===== src/rtl/cr_pack_pkg.sv =====
package cr_pack_pkg;

    typedef enum logic [1:0] {
        ST_IDLE = 2'd0,
        ST_EVAL = 2'd1,
        ST_DONE = 2'd2
    } pack_state_e;

endpackage


===== src/rtl/cr_field_select.sv =====
module cr_field_select #(
    parameter int NFIELDS = 8,
    parameter int FIELD_W = 4,
    localparam int SEL_W  = $clog2(NFIELDS),
    localparam int CR_W   = NFIELDS * FIELD_W
) (
    input  logic [CR_W-1:0]    cr_i,
    input  logic [SEL_W-1:0]   sel_i,
    output logic [FIELD_W-1:0] bits_o   // bits_o[j] = field bit j (first bit is most significant)
);
    logic [FIELD_W-1:0] fields [NFIELDS];

    for (genvar f = 0; f < NFIELDS; f++) begin : g_field
        for (genvar j = 0; j < FIELD_W; j++) begin : g_bit
            assign fields[f][j] = cr_i[CR_W-1-f*FIELD_W-j];
        end
    end

    assign bits_o = fields[sel_i];
endmodule


===== src/rtl/cr_term_reduce.sv =====
module cr_term_reduce #(
    parameter int FIELD_W = 4
) (
    input  logic [FIELD_W-1:0] bits_i,
    input  logic [FIELD_W-1:0] mask_i,
    input  logic [FIELD_W-1:0] mode_i,
    input  logic               or_sel_i,
    output logic               res_o
);
    logic [FIELD_W-1:0] terms;

    for (genvar j = 0; j < FIELD_W; j++) begin : g_term
        assign terms[j] = mask_i[j] & ~(mode_i[j] ^ bits_i[j]);
    end

    assign res_o = or_sel_i ? (|terms) : (&terms);
endmodule


===== src/rtl/cr_pack_place.sv =====
module cr_pack_place #(
    parameter int VL_W   = 4,
    parameter int OFF_W  = 3,
    parameter int REG_AW = 5
) (
    input  logic [VL_W-1:0]   idx_i,
    input  logic [VL_W-1:0]   vl_i,
    input  logic [1:0]        code_i,
    input  logic              dvec_i,
    input  logic [REG_AW-1:0] base_i,
    output logic [OFF_W-1:0]  off_o,
    output logic              close_o,
    output logic              last_o,
    output logic [REG_AW-1:0] addr_o
);
    logic [VL_W-1:0] grp_mask;
    logic [VL_W-1:0] in_grp;
    logic [VL_W-1:0] grp_num;

    always_comb begin
        grp_mask = VL_W'((4'b1 << code_i) - 4'b1);
        in_grp   = idx_i & grp_mask;
        grp_num  = idx_i >> code_i;
        last_o   = (idx_i == vl_i - VL_W'(1));
        off_o    = dvec_i ? OFF_W'(in_grp) : OFF_W'(idx_i);
        close_o  = last_o | (dvec_i & (in_grp == grp_mask));
        addr_o   = dvec_i ? base_i + REG_AW'(grp_num) : base_i;
    end
endmodule


===== src/rtl/cr_pack_engine.sv =====
module cr_pack_engine
    import cr_pack_pkg::*;
#(
    parameter int NFIELDS = 8,
    parameter int FIELD_W = 4,
    parameter int XLEN    = 64,
    parameter int REG_AW  = 5,
    parameter int MAX_VL  = 8,
    localparam int SEL_W  = $clog2(NFIELDS),
    localparam int CR_W   = NFIELDS * FIELD_W,
    localparam int VL_W   = $clog2(MAX_VL) + 1,
    localparam int OFF_W  = $clog2(MAX_VL)
) (
    input  logic              clk,
    input  logic              rst_n,
    input  logic              start_i,
    input  logic [VL_W-1:0]   vl_i,
    input  logic [FIELD_W-1:0] mask_i,
    input  logic [FIELD_W-1:0] mode_i,
    input  logic              or_sel_i,
    input  logic [SEL_W-1:0]  src_fld_i,
    input  logic              src_vec_i,
    input  logic [REG_AW-1:0] dst_reg_i,
    input  logic              dst_vec_i,
    input  logic [1:0]        pack_code_i,
    input  logic [CR_W-1:0]   cr_i,
    output logic              wr_en_o,
    output logic [REG_AW-1:0] wr_addr_o,
    output logic [XLEN-1:0]   wr_data_o,
    output logic              busy_o,
    output logic              done_o
);
    pack_state_e state_q, state_d;

    logic [VL_W-1:0]    idx_q;
    logic [VL_W-1:0]    vl_q;
    logic [FIELD_W-1:0] mask_q;
    logic [FIELD_W-1:0] mode_q;
    logic               or_q;
    logic [SEL_W-1:0]   src_q;
    logic               svec_q;
    logic [REG_AW-1:0]  dst_q;
    logic               dvec_q;
    logic [1:0]         code_q;
    logic [XLEN-1:0]    acc_q;

    logic [VL_W-1:0]    vl_clamp;
    logic               accept;
    logic [SEL_W-1:0]   fld_sel;
    logic [FIELD_W-1:0] fld_bits;
    logic               res_bit;
    logic [OFF_W-1:0]   bit_off;
    logic               grp_close;
    logic               elem_last;
    logic [REG_AW-1:0]  grp_addr;
    logic [XLEN-1:0]    acc_next;

    assign vl_clamp = (vl_i > VL_W'(MAX_VL)) ? VL_W'(MAX_VL) : vl_i;
    assign accept   = (state_q == ST_IDLE) && start_i;
    assign fld_sel  = svec_q ? src_q + SEL_W'(idx_q) : src_q;

    cr_field_select #(
        .NFIELDS (NFIELDS),
        .FIELD_W (FIELD_W)
    ) u_sel (
        .cr_i   (cr_i),
        .sel_i  (fld_sel),
        .bits_o (fld_bits)
    );

    cr_term_reduce #(
        .FIELD_W (FIELD_W)
    ) u_reduce (
        .bits_i   (fld_bits),
        .mask_i   (mask_q),
        .mode_i   (mode_q),
        .or_sel_i (or_q),
        .res_o    (res_bit)
    );

    cr_pack_place #(
        .VL_W   (VL_W),
        .OFF_W  (OFF_W),
        .REG_AW (REG_AW)
    ) u_place (
        .idx_i   (idx_q),
        .vl_i    (vl_q),
        .code_i  (code_q),
        .dvec_i  (dvec_q),
        .base_i  (dst_q),
        .off_o   (bit_off),
        .close_o (grp_close),
        .last_o  (elem_last),
        .addr_o  (grp_addr)
    );

    assign acc_next = acc_q | (XLEN'(res_bit) << bit_off);

    // state register
    always_ff @(posedge clk or negedge rst_n) begin
        if (!rst_n) state_q <= ST_IDLE;
        else        state_q <= state_d;
    end

    // transitions
    always_comb begin
        state_d = state_q;
        unique case (state_q)
            ST_IDLE: if (start_i) state_d = (vl_clamp == '0) ? ST_DONE : ST_EVAL;
            ST_EVAL: if (elem_last) state_d = ST_DONE;
            ST_DONE: state_d = ST_IDLE;
            default: state_d = ST_IDLE;
        endcase
    end

    // command latch, accumulator and write port
    always_ff @(posedge clk or negedge rst_n) begin
        if (!rst_n) begin
            idx_q     <= '0;
            vl_q      <= '0;
            mask_q    <= '0;
            mode_q    <= '0;
            or_q      <= 1'b0;
            src_q     <= '0;
            svec_q    <= 1'b0;
            dst_q     <= '0;
            dvec_q    <= 1'b0;
            code_q    <= '0;
            acc_q     <= '0;
            wr_en_o   <= 1'b0;
            wr_addr_o <= '0;
            wr_data_o <= '0;
        end else begin
            wr_en_o <= 1'b0;
            if (accept) begin
                idx_q  <= '0;
                vl_q   <= vl_clamp;
                mask_q <= mask_i;
                mode_q <= mode_i;
                or_q   <= or_sel_i;
                src_q  <= src_fld_i;
                svec_q <= src_vec_i;
                dst_q  <= dst_reg_i;
                dvec_q <= dst_vec_i;
                code_q <= pack_code_i;
                acc_q  <= '0;
            end else if (state_q == ST_EVAL) begin
                idx_q <= idx_q + VL_W'(1);
                if (grp_close) begin
                    wr_en_o   <= 1'b1;
                    wr_addr_o <= grp_addr;
                    wr_data_o <= acc_next;
                    acc_q     <= '0;
                end else begin
                    acc_q <= acc_next;
                end
            end
        end
    end

    assign busy_o = (state_q != ST_IDLE);
    assign done_o = (state_q == ST_DONE);
endmodule


===== config.mk =====
export PLATFORM = sky130hd
export DESIGN_NAME = cr_pack_engine
export DESIGN_NICKNAME = d
export VERILOG_FILES = /design/src/rtl/cr_pack_pkg.sv /design/src/rtl/cr_field_select.sv /design/src/rtl/cr_term_reduce.sv /design/src/rtl/cr_pack_place.sv /design/src/rtl/cr_pack_engine.sv
export SDC_FILE = /design/constraint.sdc
export NUM_CORES = 1
export LEC_CHECK = 0
export BUFFER_PORTS_ARGS = -buffer_cell sky130_fd_sc_hd__buf_2
export CAP_MARGIN = 10
export CELL_PAD_IN_SITES_DETAIL_PLACEMENT = 1
export CELL_PAD_IN_SITES_GLOBAL_PLACEMENT = 1
export CORE_MARGIN = 8
export CORE_UTILIZATION = 40
export CTS_BUF_LIST = sky130_fd_sc_hd__clkbuf_4 sky130_fd_sc_hd__clkbuf_8
export DETAILED_ROUTE_END_ITERATION = 6
export PLACE_DENSITY = 0.95
export SYNTH_ARGS = -nofsm -noshare
export SYNTH_HDL_FRONTEND = slang
export SYNTH_SLANG_ARGS = --single-unit

===== constraint.sdc =====
create_clock -name clk -period 4.5 [get_ports clk]
set_clock_uncertainty 0.15 [all_clocks]
set_input_delay 0.45 -clock clk [delete_from_list [all_inputs] [get_ports clk]]
set_output_delay 0.45 -clock clk [all_outputs]
set_load 0.005 [all_outputs]

==> flow_metrics.tcl, run 1 <==
set metrics [dict create \
    status "completed" \
    grt_util_all_layers 0.156 \
    drive_above_1_share 0.196 \
    wl_met3_um 718 \
    totalNegativeSetupSlack_ns 0 \
    area_growth_pct 9.85 \
    grt_overflow_total 0 \
    cts_setup_buffers 0 \
    port_buffers 75 \
    powerDensity_mw_per_mm2 711 \
    slew_headroom 0.461 \
    nets 538 \
    criticalPathCategory "reg2reg" \
    synth.top_cells.by_area "dfrtp_1, buf_4, nand2_1, mux2i_1, o21ai_1" \
    dieArea_mm2 0.0119 \
    fmax_mhz 291 \
    clk_latency_ns 0.32 \
    synth-seq-area-share 0.381 \
    m1WireLength_um 3790 \
    drv_cap 0 \
    crit_path_end_kind "register" \
    syn_area_mm2 0.00348 \
    ys_types 50 \
    ios 132 \
    rows 34 \
    die_h_um 109 \
    cts_buffers 5 \
    power_leakage_uw 0.00198 \
    yosys_warnings 0 \
    start_util 0.405 \
    fp.coreArea_mm2 0.00859 \
    hold_violations 0 \
    grt_pass1_wl_um 15300 \
    clkSinkCount 53 \
    top_layer_used "met4" \
    cts_max_level 2 \
    synth.top_cell.area_share 0.381 \
    synth.top_cells.by_count "nand2_1, buf_4, dfrtp_1" \
    cp_data_arrival_time_ns 3.47 \
    grt_max_degree 54 \
    cts_resized 0 \
    post_synth.cell_area_avg_um2 8.66 \
    die_w_um 109 \
    grt_pass1_vias 3170 \
    holdBufCountCts 0 \
    timing.rr.start "idx_q[1]" \
    gp_congestion 0.847 \
    synth-seq-cells 53 \
    total_power_uw 2720 \
    num_antenna_cells 0 \
    antenna_found_initial 0 \
    cp_data_required_time_ns 4.54 \
    postLayoutCoreUtil 0.445 \
    first_pass_iters 4 \
    finalMaxSlewViolations 0 \
    routedWlPerCell_um 16.1 \
    setup_violations 0 \
    path_clk_slew_ns 0.11 \
    timing.final.crit_share 0.763 \
    rrSetupSlack_ns 1.07 \
    synth_top_cell_by_area "dfrtp_1" \
    drc_errors 0 \
    synth_most_common_cell "nand2_1" \
    clockBufferDepth 2 \
    finalInstanceArea_mm2 0.00382 \
    drt_wl_total_um 9280 \
    period_minus_slack_ns 3.43 \
    worstSetupStartpointType "register" \
    timing.rr.end "acc_q[0]" \
    place_area_mm2 0.00373 \
    startpoint "idx_q[1]" \
    drtIter0Drc 100 \
    root_buffer "clkbuf_8" \
    synth-edff-count 0 \
    rsz0062_at_grt "false" \
    worstMarginPinSlew_ns 0.806 \
    cp_max_fo 9 \
    ant_nets 0 \
    route.met2.wl_um 4700 \
    dp_hpwl_um 7380 \
    reg2reg_depth 10 \
    vias_per_cell 4.93 \
    num_vias 2848 \
    synth_top_flop_cell "dfrtp_1" \
    cts_tree "yes" \
    peakVddDrop_mv 0.275 \
    synth_async_sr_flop_share 1.00 \
    synthCells 402 \
    holdCritPathClass "in2async" \
]
final cells by class:
class | count | area, um^2
Inverter | 17 | 63.8
Clock inverter | 3 | 26.3
Clock buffer | 5 | 68.8
Multi-Input combinational cell | 315 | 1810
Sequential cell | 53 | 1330
Fill cell | 1072 | 4770
Tap cell | 108 | 135
Timing Repair Buffer | 77 | 390
worst max-delay path: stages, from the launching register on:
cell	delay (ns)
dfrtp_1	0.55
inv_1	0.16
fa_1	0.49
xnor3_1	0.32
o22ai_1	0.13
a32oi_1	0.36
nand2_1	0.14
xor2_1	0.18
a32o_1	0.26
o211ai_2	0.39
o21ai_1	0.16
layer usage:
layer  vias to the layer above  GRT usage
li1                       1371          -
met1                      1370      0.185
met2                        99      0.285
met3                         8     0.0334
met4                         0     0.0289
met5                         -          0
stage by stage:
stage | setup WS [ns] | instances | hold slack [ns]
floorplan | 1.49 | 457 | 0.00441
global placement | 1.33 | 570 | 0.309
detailed placement | 1.14 | 570 | 0.332
CTS | 1.11 | 578 | 0.127
global route | 0.860 | 578 | 0.161
finish | 1.07 | 578 | 0.0929
layout by cell type, fill, tap and decap left out, types with 7 or more instances in the layout:
| cell | count |
|---|---|
| dfrtp_1 | 53 |
| nor2b_1 | 7 |
| mux2i_1 | 21 |
| inv_1 | 16 |
| conb_1 | 56 |
| buf_2 | 75 |
| ha_1 | 7 |
| o21ai_0 | 18 |
| nand2_1 | 102 |
| o21ai_1 | 21 |
| nor2_1 | 7 |
| xnor2_1 | 9 |
registers in the layout, indices dropped and copies added, names as in the netlist:
register and count:
mask_q 4, mode_q 4, svec_q 1, vl_q 4
idx_q 4, state_q 2, wr_addr_o 5, dst_q 5
wr_en_o 1, dvec_q 1, acc_q 8, or_q 1
src_q 3, code_q 2, wr_data_o 8
logic make-up (layout without fill, tap and decap cells):
logic type | count (synthesis) | count (layout) | share of synthesized area
AO/OA/AOI/OAI | 76 | 76 | 0.148
XOR/XNOR | 12 | 12 | 0.0341
adder cells (fa/ha/maj) | 9 | 9 | 0.0367
buffers and inverters | 89 | 102 | 0.157
flip-flops | 53 | 53 | 0.381
multiplexers | 23 | 23 | 0.0711
other | 1 | 56 | 0.00108
AND/OR/NAND/NOR | 139 | 139 | 0.171
worst max path at each step:
| stage | slack, ns | to | cells after the start |
|---|---|---|---|
| 4_1_cts | 1.11 | acc_q[0] | 10 |
| 3_5_place_dp | 1.14 | acc_q[0] | 11 |
| 5_1_grt | 0.86 | acc_q[0] | 11 |
| 2_1_floorplan | 1.49 | acc_q[0] | 11 |
| 6_report | 1.07 | acc_q[0] | 10 |
| 3_3_place_gp | 1.33 | wr_data_o[4] | 10 |
where the power goes:
| part | internal (uW) | switching [uW] | total [uW] |
|---|---|---|---|
| clock network | 113 | 170 | 283 |
| registers | 665 | 218 | 883 |
| logic | 637 | 918 | 1550 |
Note: power is estimated with default switching activity, not from simulation.
==> run 2, diff against run 1 <==
--- a/config.mk
+++ b/config.mk
@@ -10,10 +10,10 @@
 export CELL_PAD_IN_SITES_DETAIL_PLACEMENT = 1
 export CELL_PAD_IN_SITES_GLOBAL_PLACEMENT = 1
 export CORE_MARGIN = 8
-export CORE_UTILIZATION = 40
+export CORE_UTILIZATION = 37
 export CTS_BUF_LIST = sky130_fd_sc_hd__clkbuf_4 sky130_fd_sc_hd__clkbuf_8
 export DETAILED_ROUTE_END_ITERATION = 6
-export PLACE_DENSITY = 0.95
+export PLACE_DENSITY = 0.9
 export SYNTH_ARGS = -nofsm -noshare
 export SYNTH_HDL_FRONTEND = slang
 export SYNTH_SLANG_ARGS = --single-unit
==> constraint.sdc (replaced) <==
create_clock -name clk -period 3.5 [get_ports clk]
set_clock_uncertainty 0.15 [all_clocks]
set_input_delay 0.35 -clock clk [delete_from_list [all_inputs] [get_ports clk]]
set_output_delay 0.35 -clock clk [all_outputs]
set_load 0.005 [all_outputs]
==> run 2 against run 1 <==
- the flow now finishes with violations (negative hold slack)
- count of clock-buffer cells in the layout did not move
- utilization fell by 2.7 points
- cell count rose by 0.87%
- critical path type unchanged
- via count rose by 1.8%
- register-to-register slack got worse by 0.89 ns
- sequential power rose by 27%
- global-route usage barely moved
- critical path depth did not move
- clock power rose by 31%
==> flow_metrics.tcl, run 2 (same netlist as run 1, synthesis figures left out) <==
set metrics [dict create \
    path_clk_slew_ns 0.11 \
    p_sw_uw 1730 \
    fin_cells 583 \
    cts_setup_buffers 0 \
    clkSinkCount 53 \
    routedWlPerCell_um 17.0 \
    cts_tree "yes" \
    seq_power_share 0.315 \
    gp_congestion 0.833 \
    fillers 1139 \
    dp_hpwl_um 8040 \
    dp_cells 575 \
    slew_headroom 0.433 \
    port_buffers 75 \
    grt_overflow_total 0 \
    num_antenna_cells 0 \
    finalMaxSlewViolations 0 \
    vias_per_cell 4.97 \
    finalHoldWorstSlack_ns -0.0160 \
    swShare 0.484 \
    root_buffer "clkbuf_8" \
    p_int_uw 1840 \
    clockBufferDepth 2 \
    grt_util_all_layers 0.156 \
    postLayoutCoreUtil 0.418 \
    holdBufCountCts 0 \
    crit_path_end_kind "register" \
    period_minus_slack_ns 3.33 \
    clkPwrFrac 0.104 \
    criticalPathCategory "reg2reg" \
    hold_violations 38 \
    fp.coreArea_mm2 0.00920 \
    die_w_um 113 \
    antenna_found_initial 0 \
    num_vias 2900 \
    rrSetupSlack_ns 0.17 \
    drt_wl_total_um 9910 \
    rows 35 \
    rsz0062_at_grt "true" \
    drtIter0Drc 135 \
    first_pass_iters 4 \
    worstSetupStartpointType "register" \
    reg2reg_depth 10 \
    cp_max_fo 9 \
    nets 540 \
    setup_violations 0 \
    start_util 0.379 \
    clk_latency_ns 0.32 \
    grt_pass1_wl_um 16500 \
    grt_max_degree 40 \
    fmax_mhz 301 \
    violations "negative hold slack" \
    most-common-layout-cells "nand2_1, buf_2, conb_1" \
    multi_input_area_mm2 0.00181 \
    area_growth_pct 10.4 \
    startpoint "idx_q[1]" \
    power_leakage_uw 0.00199 \
    total_power_uw 3560 \
    worstMarginPinSlew_ns 0.851 \
    drv_cap 0 \
    reg.largest.list "acc_q (8), wr_data_o (8)" \
    die_h_um 113 \
    seqCellArea_mm2 0.00133 \
    drive_above_1_share 0.199 \
    powerDensity_mw_per_mm2 927 \
    timing.rr.end "acc_q[2]" \
    comb_power_share 0.581 \
    cts_max_level 2 \
    cp_data_required_time_ns 3.55 \
    cp_data_arrival_time_ns 3.38 \
    timing.final.crit_share 0.951 \
    ios 132 \
    dieArea_mm2 0.0128 \
    timing.rr.start "idx_q[1]" \
    ant_nets 0 \
    status "finished with violations" \
    drc_errors 0 \
    cts_buffers 5 \
    grt_pass1_vias 3255 \
    peakVddDrop_mv 0.321 \
    layout_commonest_cell "nand2_1" \
    holdCritPathClass "in2async" \
]
## run 2: changes by cell type in the layout (fill, tap and decap cells not counted), sizes merged
cell	change
buf	+2
## run 2: critical path, stage by stage, from the launching register on
cell	delay (ns)
dfrtp_1	0.53
inv_1	0.16
fa_1	0.49
xnor3_1	0.26
a32o_1	0.33
a32oi_1	0.27
nand3_1	0.12
nand3b_1	0.17
nand3_1	0.19
o211ai_2	0.40
o21ai_1	0.15
## run 2: metrics by stage
| step | setup slack, ns | TNS, ns | instance area, um^2 |
|---|---|---|---|
| 3_3_place_gp | 0.387 | 0 | 3750 |
| 3_5_place_dp | 0.192 | 0 | 3750 |
| 4_1_cts | 0.154 | 0 | 3840 |
| 2_1_floorplan | 0.485 | 0 | 3690 |
| 6_report | 0.173 | 0 | 3840 |
| 5_1_grt | -0.0201 | -0.0284 | 3840 |
## run 2: power groups by stage
stage          Combinational, uW  Clock [uW]  Sequential, uW
5_1_grt                     2310         402            1160
6_report                    2070         370            1120
3_3_place_gp                1920           0            1100
4_1_cts                     2090         380            1120
2_1_floorplan               1650           0             997
3_5_place_dp                2070           0            1130
## run 2: what timing repair did
item                       in CTS  in global routing
setup endpoints to repair       0                  3
hold endpoints to repair        0                  0
gates resized for setup         0                  0
## run 2: how the worst max path moves through the flow
stage          cells past startpoint  slack [ns]      endpoint
6_report                          10        0.17      acc_q[2]
5_1_grt                           10       -0.02      acc_q[2]
4_1_cts                           10        0.15  wr_data_o[4]
3_5_place_dp                      10        0.19  wr_data_o[4]
3_3_place_gp                      10        0.39  wr_data_o[6]
2_1_floorplan                     11        0.49      acc_q[0]
## run 2: metal layers
metal / track usage / routed length, um / vias to the layer above
met3: 0.0394 / 582 / 11
met1: 0.169 / 4010 / 1404
met5: 0 / 0 / -
met2: 0.295 / 5200 / 100
li1: - / - / 1385
met4: 0.0364 / 121 / 0
## run 2: area by class of cell
| cell class | instances | area share |
|---|---|---|
| timing repair buffer | 79 | 0.105 |
| inverter | 17 | 0.0166 |
| multi-input combinational | 315 | 0.472 |
| tap | 111 | 0.0361 |
| clock buffer | 5 | 0.0179 |
| sequential | 53 | 0.345 |
| clock inverter | 3 | 0.00684 |
==> run 3, diff against run 2 <==
--- a/config.mk
+++ b/config.mk
@@ -13,7 +13,9 @@
 export CORE_UTILIZATION = 37
 export CTS_BUF_LIST = sky130_fd_sc_hd__clkbuf_4 sky130_fd_sc_hd__clkbuf_8
 export DETAILED_ROUTE_END_ITERATION = 6
-export PLACE_DENSITY = 0.9
+export PLACE_DENSITY_LB_ADDON = 0.1
+export SETUP_SLACK_MARGIN = 0.3
+export SKIP_LAST_GASP = 1
 export SYNTH_ARGS = -nofsm -noshare
 export SYNTH_HDL_FRONTEND = slang
 export SYNTH_SLANG_ARGS = --single-unit
==> run 3 against run 2 <==
- the flow still finishes with violations (negative hold slack)
- hold slack gained 0.0060 ns
- register-to-register slack improved by 0.29 ns
- power increased by 4.5%
- global-route usage decreased by 0.59 points
- cell count up 0.69%
- utilization grew 1.3 points
- critical path type unchanged
==> flow_metrics.tcl, run 3 (same netlist as run 1, synthesis figures left out) <==
set metrics [dict create \
    gp_congestion 0.807 \
    start_util 0.379 \
    critPathTopFamily "compound AO/OA/AOI/OAI gates" \
    finalHoldWorstSlack_ns -0.00995 \
    grt_pass1_vias 3108 \
    crit_chain "ha_1 -> inv_1 -> fa_2 -> nand2b_4 -> o22ai_4 -> a32oi_2 -> a211o_1 -> a22oi_1 -> a41o_2 -> o2111ai_4 -> o21ai_1" \
    nets 544 \
    period_minus_slack_ns 3.04 \
    timing.rr.end "wr_data_o[5]" \
    num_antenna_cells 0 \
    root_buffer "clkbuf_8" \
    first_pass_iters 5 \
    ant_nets 0 \
    most-common-layout-cells "nand2_1, buf_2, conb_1" \
    power_leakage_uw 0.00203 \
    fillers 1144 \
    cp_data_required_time_ns 3.59 \
    die_h_um 113 \
    ios 132 \
    dieArea_mm2 0.0128 \
    timing.final.crit_share 0.869 \
    grt_max_degree 36 \
    critical_path_buf_inv_count 1 \
    clk_latency_ns 0.31 \
    cts_max_level 2 \
    cp_max_fo 8 \
    routedWlPerCell_um 16.5 \
    fp.coreArea_mm2 0.00920 \
    holdCritPathClass "in2async" \
    totalNegativeSetupSlack_ns 0 \
    cts_buffers 5 \
    cts_tree "yes" \
    fin_cells 587 \
    num_vias 2829 \
    holdBufCountCts 0 \
    status "finished with violations" \
    worstMarginPinSlew_ns 0.858 \
    port_buffers 75 \
    reg2reg_depth 11 \
    grt_pass1_wl_um 15800 \
    violations "negative hold slack" \
    criticalPathCategory "reg2reg" \
    rsz0062_at_grt "false" \
    timing.rr.start "src_q[0]" \
    clkSinkCount 53 \
    drt_wl_total_um 9700 \
    grt_overflow_total 0 \
    crit_path_end_kind "register" \
    antenna_found_initial 0 \
    rrSetupSlack_ns 0.46 \
    setup_violations 0 \
    area_growth_pct 13.7 \
    layout_commonest_cell "nand2_1" \
    peakVddDrop_mv 0.319 \
    cp_data_arrival_time_ns 3.13 \
    worstSetupStartpointType "register" \
    powerDensity_mw_per_mm2 941 \
    reg.largest.list "acc_q (8), wr_data_o (8)" \
    fmax_mhz 329 \
    rows 35 \
    critPathMaxStageDelay_ns 0.47 \
    hold_violations 20 \
    grt_util_all_layers 0.150 \
    drc_errors 0 \
    dp_cells 576 \
    slew_headroom 0.428 \
    vias_per_cell 4.82 \
    die_w_um 113 \
    path_clk_slew_ns 0.11 \
    drtIter0Drc 105 \
    dp_hpwl_um 7560 \
    cp_slowest_cell "fa_2" \
    drive_above_1_share 0.239 \
    finalMaxSlewViolations 0 \
    drv_cap 0 \
    clockBufferDepth 2 \
]
## run 3: worst max-delay path by stage
stage	startpoint	endpoint	slack, ns	cells past startpoint
after floorplan	idx_q[1]	acc_q[0]	0.49	11
after global placement	src_q[0]	wr_data_o[4]	0.42	11
after detailed placement	src_q[0]	acc_q[0]	0.25	11
after CTS	src_q[0]	acc_q[0]	0.24	11
after global routing	idx_q[0]	wr_data_o[3]	0.30	11
final	src_q[0]	wr_data_o[5]	0.46	11
## run 3: layout make-up
class | instances | area, um^2 | area share
Inverter | 17 | 63.8 | 0.0161
Clock buffer | 5 | 68.8 | 0.0174
Clock inverter | 3 | 21.3 | 0.00537
Tap cell | 111 | 139 | 0.0351
Multi-Input combinational cell | 315 | 1900 | 0.481
Timing Repair Buffer | 83 | 435 | 0.110
Sequential cell | 53 | 1330 | 0.335
## run 3: per-layer routing
metal  vias up  share of wire  global-route usage
met5         -              0                   0
met4         0         0.0074              0.0293
met3         6          0.050              0.0330
met2        81           0.48               0.260
met1      1363           0.46               0.187
li1       1379              -                   -
## run 3: stage by stage
| step | worst slack (ns) | power [uW] | instance area (um^2) | util |
|---|---|---|---|---|
| floorplan | 0.485 | 2650 | 3690 | - |
| global placement | 0.417 | 3100 | 3760 | 0.408 |
| detailed placement | 0.250 | 3170 | 3760 | 0.408 |
| CTS | 0.238 | 3560 | 3850 | 0.419 |
| global route | 0.300 | 4070 | 3960 | 0.430 |
| finish | 0.460 | 3730 | 3960 | 0.430 |
## run 3: power by group
group / leakage (uW) / switching (uW) / internal [uW]
clock network: 0.0000445 / 229 / 143
registers: 0.000685 / 252 / 856
logic: 0.00130 / 1300 / 945
## run 3: repair_timing
action,CTS,global route
setup endpoints to repair,16,16
buffers inserted,0,3
pin swaps,0,9
hold endpoints to repair,0,0
gates resized for setup,1,17
